`src/rtl/dmem_pkg.sv`:
```
package dmem_pkg;

    localparam int DEF_AW = 4;
    localparam int DEF_DW = 4;

    typedef enum logic [1:0] {
        SRC_RAM  = 2'd0,
        SRC_PORT = 2'd1,
        SRC_FWD  = 2'd2
    } rd_src_e;

    // Pick the source of a read from the pending state and address matches.
    function automatic rd_src_e pick_src(input logic pend, input logic fwd,
                                         input logic hit_pend, input logic hit_io);
        rd_src_e s;
        if (pend) begin
            s = (fwd && hit_pend) ? SRC_FWD : SRC_PORT;
        end else begin
            s = hit_io ? SRC_PORT : SRC_RAM;
        end
        return s;
    endfunction

endpackage

```
`src/rtl/dm_pending_reg.sv`:
```
module dm_pending_reg #(
    parameter int AW = 4,
    parameter int DW = 4
) (
    input  logic          clk,
    input  logic          rst,
    input  logic          st_req,
    input  logic [AW-1:0] st_addr,
    input  logic [DW-1:0] st_data,
    output logic          pend_vld,
    output logic [AW-1:0] pend_addr,
    output logic [DW-1:0] pend_data
);
    // Active-low write strobe: reset drives it high (idle).
    logic wr_n_q;

    always_ff @(posedge clk) begin
        if (rst) begin
            wr_n_q <= 1'b1;
        end else begin
            wr_n_q <= ~st_req;
        end
    end

    always_ff @(posedge clk) begin
        if (st_req) begin
            pend_addr <= st_addr;
            pend_data <= st_data;
        end
    end

    assign pend_vld = ~wr_n_q;
endmodule

```
`src/rtl/dm_ram.sv`:
```
module dm_ram #(
    parameter int AW = 4,
    parameter int DW = 4
) (
    input  logic          clk,
    input  logic          we,
    input  logic [AW-1:0] waddr,
    input  logic [DW-1:0] wdata,
    input  logic [AW-1:0] raddr,
    output logic [DW-1:0] rdata
);
    localparam int DEPTH = 1 << AW;

    logic [DW-1:0] mem_q [DEPTH];

    always_ff @(posedge clk) begin
        if (we) begin
            mem_q[waddr] <= wdata;
        end
    end

    assign rdata = mem_q[raddr];
endmodule

```
`src/rtl/dm_outport.sv`:
```
module dm_outport #(
    parameter int DW = 4
) (
    input  logic          clk,
    input  logic          rst,
    input  logic          load,
    input  logic [DW-1:0] din,
    output logic [DW-1:0] dout
);
    always_ff @(posedge clk) begin
        if (rst) begin
            dout <= '0;
        end else if (load) begin
            dout <= din;
        end
    end
endmodule

```
`src/rtl/dm_readsel.sv`:
```
module dm_readsel
    import dmem_pkg::*;
#(
    parameter int AW = 4,
    parameter int DW = 4
) (
    input  logic          fwd_en,
    input  logic          pend_vld,
    input  logic [AW-1:0] pend_addr,
    input  logic [DW-1:0] pend_data,
    input  logic [AW-1:0] rd_addr,
    input  logic [DW-1:0] ram_data,
    input  logic [DW-1:0] in_port,
    output logic [DW-1:0] rd_data
);
    localparam logic [AW-1:0] IO_ADDR = {AW{1'b1}};

    rd_src_e src;

    always_comb begin
        src = pick_src(pend_vld, fwd_en, rd_addr == pend_addr, rd_addr == IO_ADDR);
        unique case (src)
            SRC_FWD:  rd_data = pend_data;
            SRC_PORT: rd_data = in_port;
            default:  rd_data = ram_data;
        endcase
    end
endmodule

```
`src/rtl/dmem_deferred.sv`:
```
module dmem_deferred
    import dmem_pkg::*;
#(
    parameter int AW = DEF_AW,
    parameter int DW = DEF_DW
) (
    input  logic          clk,
    input  logic          rst,
    input  logic          fwd_en,
    input  logic          st_req,
    input  logic [AW-1:0] mem_addr,
    input  logic [DW-1:0] acc_in,
    input  logic [DW-1:0] in_port,
    output logic [DW-1:0] rd_data,
    output logic [DW-1:0] out_port
);
    localparam logic [AW-1:0] IO_ADDR = {AW{1'b1}};

    logic          pend_vld;
    logic [AW-1:0] pend_addr;
    logic [DW-1:0] pend_data;
    logic [DW-1:0] ram_rdata;
    logic          pend_io;

    assign pend_io = (pend_addr == IO_ADDR);

    dm_pending_reg #(.AW(AW), .DW(DW)) u_pend (
        .clk       (clk),
        .rst       (rst),
        .st_req    (st_req),
        .st_addr   (mem_addr),
        .st_data   (acc_in),
        .pend_vld  (pend_vld),
        .pend_addr (pend_addr),
        .pend_data (pend_data)
    );

    dm_ram #(.AW(AW), .DW(DW)) u_ram (
        .clk   (clk),
        .we    (pend_vld && !pend_io),
        .waddr (pend_addr),
        .wdata (pend_data),
        .raddr (mem_addr),
        .rdata (ram_rdata)
    );

    dm_outport #(.DW(DW)) u_oport (
        .clk  (clk),
        .rst  (rst),
        .load (pend_vld && pend_io),
        .din  (pend_data),
        .dout (out_port)
    );

    dm_readsel #(.AW(AW), .DW(DW)) u_rsel (
        .fwd_en    (fwd_en),
        .pend_vld  (pend_vld),
        .pend_addr (pend_addr),
        .pend_data (pend_data),
        .rd_addr   (mem_addr),
        .ram_data  (ram_rdata),
        .in_port   (in_port),
        .rd_data   (rd_data)
    );
endmodule

```
`config.mk`:
```
export PLATFORM = sky130hd
export DESIGN_NAME = dmem_deferred
export DESIGN_NICKNAME = d
export VERILOG_FILES = /design/src/rtl/dmem_pkg.sv /design/src/rtl/dm_pending_reg.sv /design/src/rtl/dm_ram.sv /design/src/rtl/dm_outport.sv /design/src/rtl/dm_readsel.sv /design/src/rtl/dmem_deferred.sv
export SDC_FILE = /design/constraint.sdc
export NUM_CORES = 1
export LEC_CHECK = 0
export BUFFER_PORTS_ARGS = -buffer_cell sky130_fd_sc_hd__buf_2
export CAP_MARGIN = 40
export CORE_MARGIN = 2
export CORE_UTILIZATION = 59
export DETAILED_ROUTE_END_ITERATION = 7
export GPL_ROUTABILITY_DRIVEN = 0
export PLACE_DENSITY = 0.79
export SETUP_SLACK_MARGIN = 0.4
export SLEW_MARGIN = 20
export SYNTH_ARGS = -nofsm -noshare
export SYNTH_HDL_FRONTEND = slang
export SYNTH_SLANG_ARGS = --single-unit
```
`constraint.sdc`:
```
create_clock -name clk -period 2.1 [get_ports clk]
set_input_delay 0.315 -clock clk [delete_from_list [all_inputs] [get_ports clk]]
set_output_delay 0.315 -clock clk [all_outputs]
set_load 0.01 [all_outputs]
```
# Word level (Yosys, flattened, before mapping)
# Memories as Yosys holds them, arrays and structs flattened.
# Cells that the tools add are included.
# totals
reg_bits	13
ramBits	64
inputBits	16
out_inout_bits	8
mem_count	1
# op_classes
eq_ne	5
n_mux	6
bitwise	2
reduce_logical	4
# mem_list
memory	words	word_bits	read_ports	rd_ports_with_merged_regs	write_ports	line	rtl
u_ram.mem_q	16	4	1	0	1	dm_ram.sv:14	logic [DW-1:0] mem_q [DEPTH];
# op_table
op	n
$eq 4x4->1 const B	2
$pmux 4 s2	1
$eq 4x4->1	1
$mux 2	2
$logic_and 1x1->1	3
$mux 1	3
$eq 2x1->1 const B	1
$eq 2x2->1 const B	1
$not 1->1	2
$logic_not 1->1	1

# Depth between registers and ports, before layout
# Gate-level depths: netlist (run 1).
# logic_depth
word_depth	6
mapped_depth	7

# Hierarchy
# A second synthesis (run 1) with hierarchy kept.
# unflattened
hier_cells	179
area_unflattened_um2	3185.6
# by_module_without_submodules
mod	n_inst	cells_each	area_per_inst_um2	seq_area_each_um2
dm_ram	1	126	2586.2	1921.8
dm_pending_reg	1	11	270.3	260.2
dm_readsel	1	25	168.9	0.0
dm_outport	1	13	140.1	80.1
dmem_deferred	1	4	20.0	0.0

# Worst setup path after synthesis (run 1)
# Ideal clock, no wire load.
# synth_path
path_type	input port to output port
from	in mem_addr[0]
to	out rd_data[0]
t_arrival_ns	1.638
required_time_ns	1.785
setup_slack_ns	0.147
cell_stages	6
path_buffers	1
path_cell_list	buf_6 > inv_1 > a222oi_1 > nand4b_1 > mux2i_1 > a221oi_1
# synth_between
elab_chain_cells	6
elab_cells_between_ends	10
# synth_lines
item	line	rtl
from (decl)	dmem_deferred.sv:11	input logic [AW-1:0] mem_addr,
$eq 4x4->1	dm_readsel.sv:21	src = pick_src(pend_vld, fwd_en, rd_addr == pend_addr, rd_addr == IO_ADDR);
$logic_and 1x1->1	dmem_pkg.sv:17	s = (fwd && hit_pend) ? SRC_FWD : SRC_PORT;
$mux 2	dmem_pkg.sv:17	
$mux 2	dmem_pkg.sv:16	if (pend) begin
$eq 2x1->1 / $eq 2x2->1 (equally long branches)	dm_readsel.sv:22	unique case (src)
$pmux 4 s2 *	dm_readsel.sv:22	
to (decl)	dmem_deferred.sv:14	output logic [DW-1:0] rd_data,
# Every way passes the cells marked *; elsewhere a longest branch is shown, timed or not.

# Worst setup path in the final report (run 1)
# layout_path
from	reg u_pend.wr_n_q
to	out rd_data[0]
# layout_between
elab_chain_cells	3
elab_cells_between_ends	4
# layout_lines
item	line	rtl
from (decl)	dm_pending_reg.sv:15	logic wr_n_q;
from (signal assigned)	dm_pending_reg.sv:21	wr_n_q <= ~st_req;
$mux 2 *	dmem_pkg.sv:16	
$eq 2x1->1 / $eq 2x2->1 (equally long branches)	dm_readsel.sv:22	
$pmux 4 s2 *	dm_readsel.sv:22	
# Marks and branches as above.

==> results.toml, run 1 <==
[status]
status = "finished with violations"
violations = "negative setup slack"

[die]
die_h_um = 76.26
chipWidth_um = 76.26
core_sq_um = 5075
rows = 26
io_pins = 24
die-area_sq_um = 5815
initial_core_util_pct = 60.70

[worst_setup_path]
cp-start-kind = "register"
path_delay_family = "buffers and inverters"
critical_path_peak_fanout = 5
crit_type = "register to output pin"
reg2reg_setup_slack_ns = 0.35
critPathArrivalTime_ns = 2.08
crit_path_end_kind = "output pin"
cp_slowest_cell = "dfxtp_1"
path_cells = "inv_1, o211a_1, nand4b_1, buf_6, mux2i_1, a221oi_2, buf_2"
path_buf_inv = 3
cp.required_ns = 1.78
worst_path_largest_cell_delay_ns = 0.42

[drt]
route.detailed.drc = 0
wl_um = 6969
ant_nets = 0
firstDrtPassIters = 4
wl_per_cell_um = 22.77
vias = 1876
viasPerCell = 6.131
drt_iter0_drc = 187

[finish]
antenna_cells = 0
utilization_pct = 74.21
drive_above_1_share_pct = 38.14
fin_nets = 248
area_growth_pct = 22.26
stdcell_area_sq_um = 3766

[sta]
finalWorstSetupSlack_ns = -0.2988
worst_slew_pin_slew_ns = 0.6765
clock_skew_ns = 0.005456
fmax_ghz = 0.4169
fin_crit_ns = 2.399
fin_crit_sh_pct = 114.2
max_slew_margin_pct = 54.90
finalHoldViolCount = 0
rsz0062_at_grt = "yes"
final_max_slew_viol_count = 0
setup_viol = 4

[power_and_ir_drop]
leakagePower_uw = 0.001340
ir_worst_vdd_mv = 0.5621
cellPowerDensity_nw_per_um2 = 802.1

[global_route]
grt_use_total_pct = 24.33
grt_pass1_wl_um = 10210
grt_start_max_net_pins = 23
antenna_found_initial = 0
grt_pass1_vias = 1821
grt_overflow_total = 0

[place]
hpwl_um = 4265
port_buffers = 23
placed_area_sq_um = 3388

[synthesis]
ys_types = 30
ys_seq_area_share_pct = 71.49
async_flop_share_pct = 0
syn_area_per_cell_sq_um = 16.74
syn_area_sq_um = 3080
synth_edf_count = 70
synth_top_area_cell = "edfxtp_1"
yosys.area_share.xor_xnor_pct = 0.2843
synth_top_family_by_area = "multiplexers"
netlist.area_leader.share_pct = 68.24
synthTopCellsByCount = "edfxtp_1 (70), nor2_1 (17), mux2i_1 (11)"
synth_simple_gate_area_share_pct = 6.661
synth_cells = 184
yosys-mux-area-fraction_pct = 13.69
yosysMostFrequentCell = "edfxtp_1"
synth_warnings = 0
synth_area_leaders = "edfxtp_1 (68%), mux4_1 (6.8%), mux2i_1 (3.6%)"
synthAdderAreaFrac_pct = 0
ys.flop_type = "edfxtp_1"
synth_seq_cells = 75
synth_compound_area_share_pct = 5.808

[clock_network]
cts_sinks = 75
tritoncts = "built"
cts_root_buf = "clkbuf_8"
insertion_delay_ns = 0.33
htree_levels = 3
cts_buffers = 9
cts.hold.buffers_added = 0
cts_buffer_depth = 2
clk_pin_slew_worst_paths_ns = 0.07

[worst_hold_path]
hold_class = "input port to register"

[flow_run]
max-cap-violations = 0
placed cells by master, fill, tap and decap left out, drive strengths merged, types with 4 or more instances in the layout:
cell type  netlist  layout
mux2i           11      11
nor2            17      17
mux4            12      12
edfxtp          70      70
a21oi           10      10
nand2            7       7
buf              4      44
o21ai            5       5
a221oi           4       4
dfxtp            5       5
inv              5       5
nor3             4       4
nand3            4       4
clkbuf           4      10
final timing paths:
path / from / end / cells after the start
setup / recovery: u_pend.wr_n_q$_SDFF_PP1_ / rd_data[0] / 7
hold reg to reg: u_oport.dout[2]$_SDFFE_PP0P_ / u_oport.dout[2]$_SDFFE_PP0P_ / 2
setup reg to reg: u_pend.wr_n_q$_SDFF_PP1_ / u_ram.mem_q[9][1]$_DFFE_PP_ / 4
hold / removal: acc_in[2] / u_pend.pend_data[2]$_DFFE_PP_ / 1
cell type report:
cell class	count	area [sq um]
flip-flops and latches	75	2202
fillers	314	1309
multi-input cells	97	967.2
repair buffers	44	305.3
clock buffers	10	127.6
well taps	70	87.58
clock inverters	5	55.05
inverters	5	21.27
timing repair:
action	4_1_cts	5_1_grt
pin swaps	3	3
buffers inserted	5	2
setup endpoints to repair	12	45
resized for setup	20	13
cells by family after synthesis:
| logic type | count (synthesis) |
|---|---|
| compound gates | 27 |
| xor+xnor | 1 |
| buf+inv | 13 |
| flops | 75 |
| mux | 24 |
| other cells | 1 |
| simple gates | 43 |
power breakdown:
part | internal [uW] | switching (uW) | leakage, uW | total [uW]
sequential | 1680 | 35.2 | 0.000679 | 1720
clock | 539 | 496 | 0.0000898 | 1030
combinational | 117 | 153 | 0.000571 | 270
total | 2340 | 685 | 0.00134 | 3020
worst register-to-register path: cells and delay by family, from the launching register on:
kind	cells	cell delay, ns
buffers and inverters	2	0.42
flip-flops	1	0.42
AND/OR/NAND/NOR	2	0.64
per-layer routing:
layer  share of wire (%)  vias to the layer above  track usage, %
li1                    -                      824               -
met1                  39                      915           33.90
met2                  47                      122           35.93
met3                  12                       15           7.938
met4                 2.8                        0           10.18
met5                   0                        -               0
state kept, by name (all words and copies together), names as in the netlist:
name,cells
u_pend.pend_addr,4
u_pend.wr_n_q,1
u_ram.mem_q,62
u_oport.dout,4
u_pend.pend_data,4
per-stage QoR:
stage               hold WS (ns)  std cells  total power (uW)  setup TNS (ns)  setup WS [ns]
global route              0.1477        306              3118          -1.329        -0.3850
global placement          0.4577        284              1958         -0.2473       -0.08447
floorplan                 0.3841        185              1871               0         0.2492
detailed placement        0.4752        284              1970         -0.4371        -0.1520
CTS                       0.1358        304              2994         -0.7984        -0.2510
finish                    0.1524        306              3021          -1.006        -0.2988
(Power assumes the default switching activity.)
==> run 2: changes to the inputs <==
Settings changed: CORE_UTILIZATION 59 to 61, CTS_BUF_LIST set to sky130_fd_sc_hd__clkbuf_8, PLACE_DENSITY 0.79 to 0.81.
==> results.toml, run 2 (synthesis results as in run 1) <==
[status]
status = "finished with violations"
violations = "negative setup slack"

[sta]
setup_viol = 4
finalHoldViolCount = 0
tns_ns = -0.6415
worst_slew_pin_slew_ns = 0.5395
clock_skew_ns = 0.01064
fin_crit_sh_pct = 108.6
whs_ns = 0.1429
final_max_slew_viol_count = 0
fmax_ghz = 0.4386
finalWorstSetupSlack_ns = -0.1800
fin_crit_ns = 2.280
max_slew_margin_pct = 64.03
rsz0062_at_grt = "yes"

[worst_setup_path]
reg2reg_setup_slack_ns = 0.47
critPathArrivalTime_ns = 1.97
rr_startpoint = "u_pend.pend_addr[0]$_DFFE_PP_"
crit_type = "register to output pin"
cp-start-kind = "register"
cp.required_ns = 1.78
critical_path_peak_fanout = 1
reg2reg_depth = 4
endpoint = "rd_data[1]"
crit_path_end_kind = "output pin"
crit_start = "u_ram.mem_q[7][1]$_DFFE_PP_"
worstReg2RegEnd = "u_ram.mem_q[14][0]$_DFFE_PP_"

[drt]
vias = 1861
wl_met3_um = 625
ant_nets = 0
top_layer = "met4"
route.detailed.drc = 0
viasPerCell = 6.183
dr_wl_met2_um = 3189
firstDrtPassIters = 5
wl_per_cell_um = 21.48
met1Wirelength_um = 2565
wl_um = 6465
drt_iter0_drc = 200

[clock_network]
clk_pin_slew_worst_paths_ns = 0.08
tritoncts = "built"
insertion_delay_ns = 0.36
htree_levels = 3
cts.hold.buffers_added = 0
cts_buffer_depth = 2
cts_buffers = 9
cts_sinks = 75
cts_root_buf = "clkbuf_8"

[finish]
fin_nets = 245
antenna_cells = 0
most-common-layout-cells = "edfxtp_1 (70), buf_2 (22), nor2_1 (17), buf_4 (17)"
regMostFlops = "u_ram.mem_q"
fill_cells = 295
final_common_cell = "edfxtp_1"
drive_above_1_share_pct = 29.49
area_growth_pct = 17.06
largest_register_ffs = 62

[die]
die_h_um = 75.06
core_sq_um = 4786
chipWidth_um = 75.06
die-area_sq_um = 5634
rows = 25
io_pins = 24
initial_core_util_pct = 64.37

[power_and_ir_drop]
leakagePower_uw = 0.001318
ir_worst_vdd_mv = 0.5303
cellPowerDensity_nw_per_um2 = 796.8

[global_route]
grt_pass1_vias = 1821
antenna_found_initial = 0
grt_overflow_total = 0
grt_pass1_wl_um = 9873
grt_use_total_pct = 25.65
grt_start_max_net_pins = 24

[place]
port_buffers = 23
hpwl_um = 4525

[worst_hold_path]
hold_class = "input port to register"

[flow_run]
max-cap-violations = 0
-- run 2: cell types whose count changed in the layout (fill, tap and decap cells not counted), moves of 2 or more --
cell,previous run,this run
inv_1,4,9
nor3_2,0,2
nand2_1,5,7
nor2_2,4,0
nor3_4,3,0
nor2_1,4,17
nor2_4,9,0
nand2_2,2,0
-- run 2: power by group --
group / switching [uW] / total (uW) / internal [uW]
combinational: 152 / 261 / 109
clock: 478 / 914 / 436
sequential: 18.0 / 1700 / 1680
-- run 2: metrics by stage --
step / power, uW / cell area (sq um) / cells / util, % / setup WS, ns
2_1_floorplan: 1871 / 3119 / 185 / - / 0.2492
3_3_place_gp: 1967 / 3407 / 284 / 71.19 / -0.1054
3_5_place_dp: 1981 / 3407 / 284 / 71.19 / -0.1452
4_1_cts: 2885 / 3601 / 301 / 75.24 / -0.2062
5_1_grt: 2959 / 3606 / 301 / 75.35 / -0.2345
6_report: 2873 / 3606 / 301 / 75.35 / -0.1800
-- run 2: metal layers --
metal	GRT usage, %	up-vias
met1	35.40	913
li1	-	819
met4	7.143	0
met2	39.86	114
met3	8.434	15
met5	0	-
-- run 2: worst min path at each step --
stage	from	end	slack, ns	depth (start not counted)
after global placement	u_oport.dout[0]$_SDFFE_PP0P_	u_oport.dout[0]$_SDFFE_PP0P_	0.46	2
after global routing	acc_in[1]	u_pend.pend_data[1]$_DFFE_PP_	0.13	1
after CTS	acc_in[0]	u_pend.pend_data[0]$_DFFE_PP_	0.13	1
after detailed placement	u_oport.dout[1]$_SDFFE_PP0P_	u_oport.dout[1]$_SDFFE_PP0P_	0.48	2
after floorplan	rst	u_oport.dout[0]$_SDFFE_PP0P_	0.38	1
final	acc_in[0]	u_pend.pend_data[0]$_DFFE_PP_	0.14	1
-- run 2: cell type report --
cell class / count / area, sq um / share of cell area [%]
Sequential cell: 75 / 2202 / 61.07
Multi-Input combinational cell: 97 / 869.6 / 24.12
Clock buffer: 10 / 137.6 / 3.817
Clock inverter: 6 / 22.52 / 0.6246
Inverter: 5 / 21.27 / 0.5899
Tap cell: 67 / 83.83 / 2.325
Timing Repair Buffer: 41 / 269.0 / 7.460
-- run 2: critical path: stages (launching register included) --
cell and delay [ns]:
edfxtp_1 0.39, mux4_2 0.48, mux2_4 0.28, a221oi_4 0.27, a21oi_2 0.04, buf_2 0.14
-- run 2: repair_timing --
action / CTS / global route
pin swaps: 3 / 2
resized for setup: 6 / 1
setup endpoints to repair: 12 / 8
buffers inserted: 1 / 0
cloned: 0 / 0
==> run 3: changes to the inputs <==
Settings changed: BUFFER_PORTS_ARGS -buffer_cell sky130_fd_sc_hd__buf_2 to unset, CORE_MARGIN 2 to unset, CORE_UTILIZATION 61 to 65, DONT_BUFFER_PORTS set to 1.
==> results.toml, run 3 (synthesis results as in run 1) <==
[clock_network]
cts_buffer_depth = 2
cts_sinks = 75
clk_pin_slew_worst_paths_ns = 0.07
tritoncts = "built"
cts_root_buf = "clkbuf_8"
htree_levels = 3
cts.hold.buffers_added = 0
cts_buffers = 9
insertion_delay_ns = 0.33

[sta]
fin_crit_sh_pct = 107.7
finalHoldViolCount = 0
fin_crit_ns = 2.262
worst_slew_pin_slew_ns = 0.6267
max_slew_margin_pct = 58.22
finalWorstSetupSlack_ns = -0.1617
final_max_slew_viol_count = 0
fmax_ghz = 0.4421
clock_skew_ns = 0.004639
rsz0062_at_grt = "yes"
whs_ns = 0.04466
setup_viol = 4

[worst_hold_path]
worstHoldPathCells = 1
min-delay-start = "rst"
hold_class = "input port to register"
worst_hold_path.endpoint = "u_oport.dout[1]$_SDFFE_PP0P_"

[flow_run]
max-cap-violations = 0

[global_route]
grt_pass1_vias = 1786
grt_use_total_pct = 27.33
grt_overflow_total = 0
grt_pass1_wl_um = 9453
antenna_found_initial = 0
grt_start_max_net_pins = 25

[status]
violations = "negative setup slack"
status = "finished with violations"

[worst_setup_path]
cp.required_ns = 1.78
cp-start-kind = "register"
rr_startpoint = "u_pend.wr_n_q$_SDFF_PP1_"
reg2reg_depth = 3
reg2reg_setup_slack_ns = 0.49
crit_path_end_kind = "output pin"
path_buf_inv = 0
path_delay_family = "compound AO/OA/AOI/OAI gates"
critPathArrivalTime_ns = 1.95
path_cells = "a222oi_1, nand4b_1, mux2i_1, a221oi_2"
crit_type = "register to output pin"
cp_slowest_cell = "a221oi_2"
worst_path_largest_cell_delay_ns = 0.45
critical_path_peak_fanout = 3
worstReg2RegEnd = "u_ram.mem_q[9][3]$_DFFE_PP_"

[finish]
fin_nets = 212
largest_register_ffs = 62
regMostFlops = "u_ram.mem_q"
fin_cells = 253
seq_area_sq_um = 2202
antenna_cells = 0
stdcell_area_sq_um = 3422
drive_above_1_share_pct = 18.91
area_growth_pct = 11.09
most-common-layout-cells = "edfxtp_1 (70), nor2_1 (17), mux2i_1 (11)"
fill_cells = 243
multi_input_area_sq_um = 865.8
utilization_pct = 77.00
final_common_cell = "edfxtp_1"

[die]
initial_core_util_pct = 69.31
die_h_um = 70.84
die-area_sq_um = 5018
io_pins = 24
core_sq_um = 4444
rows = 24
chipWidth_um = 70.84

[drt]
dr_wl_met2_um = 2963
ant_nets = 0
wl_met3_um = 509
top_layer = "met4"
route.detailed.drc = 0
met1Wirelength_um = 2408
viasPerCell = 6.747
vias = 1707
drt_iter0_drc = 279
wl_per_cell_um = 23.91
firstDrtPassIters = 7
wl_um = 6049

[power_and_ir_drop]
leakagePower_uw = 0.001173
ir_worst_vdd_mv = 0.7880
cellPowerDensity_nw_per_um2 = 882.7

[place]
placed_area_sq_um = 3186
hpwl_um = 3955
port_buffers = 0
dp.cells = 236
==> run 3: cell count changes in the layout (fill, tap and decap cells not counted), sizes merged <==
cell      change
inv           -5
bufinv        +2
clkinv        +3
clkbuf        -1
clkinvlp      +1
buf          -33
==> run 3: metrics by stage <==
| step | total power, uW | setup slack [ns] | setup TNS [ns] |
|---|---|---|---|
| finish | 3021 | -0.1617 | -0.4610 |
| global route | 3104 | -0.2520 | -0.9604 |
| CTS | 3026 | -0.1466 | -0.4455 |
| detailed placement | 1905 | 0.2330 | 0 |
| global placement | 1893 | 0.3142 | 0 |
| floorplan | 1871 | 0.2492 | 0 |
==> run 3: routing by layer <==
| metal | up-vias | track usage [%] |
|---|---|---|
| met5 | - | 0 |
| met4 | 0 | 15.56 |
| met3 | 16 | 5.271 |
| met2 | 106 | 42.52 |
| met1 | 838 | 37.03 |
| li1 | 747 | - |
==> run 3: area by class of cell <==
class / instances / area share [%]
inverter: 5 / 0.6216
sequential: 75 / 64.35
clock inverter: 7 / 2.450
multi-input combinational: 97 / 25.30
timing repair buffer: 8 / 1.755
tap: 52 / 1.901
clock buffer: 9 / 3.620
==> run 3: how the worst max path moves through the flow <==
stage | cells after the start | start | end
6_report | 4 | u_pend.pend_addr[0]$_DFFE_PP_ | rd_data[0]
5_1_grt | 4 | u_pend.pend_addr[0]$_DFFE_PP_ | rd_data[0]
4_1_cts | 4 | u_pend.pend_addr[0]$_DFFE_PP_ | rd_data[0]
3_5_place_dp | 4 | u_pend.pend_addr[0]$_DFFE_PP_ | rd_data[0]
3_3_place_gp | 4 | u_pend.pend_addr[0]$_DFFE_PP_ | rd_data[0]
2_1_floorplan | 6 | mem_addr[0] | rd_data[0]
==> run 3: timing repair <==
action | in CTS | in global routing
gates resized for setup | 4 | 0
buffers inserted | 1 | 0
setup endpoints to repair | 12 | 4
cloned | 0 | 0
pin swaps | 3 | 0
==> run 3: report_power, final <==
group | switching [uW] | internal (uW) | leakage, uW
logic | 89.9 | 77.3 | 0.000389
registers | 37.1 | 1680 | 0.000679
clock network | 481 | 654 | 0.000105
total | 608 | 2410 | 0.00117
==> run 3: worst register-to-register path, delay by kind of cell (launching register included) <==
family	cells	cell delay, ns
flops	1	0.40
buf+inv	1	0.18
simple gates	2	0.69
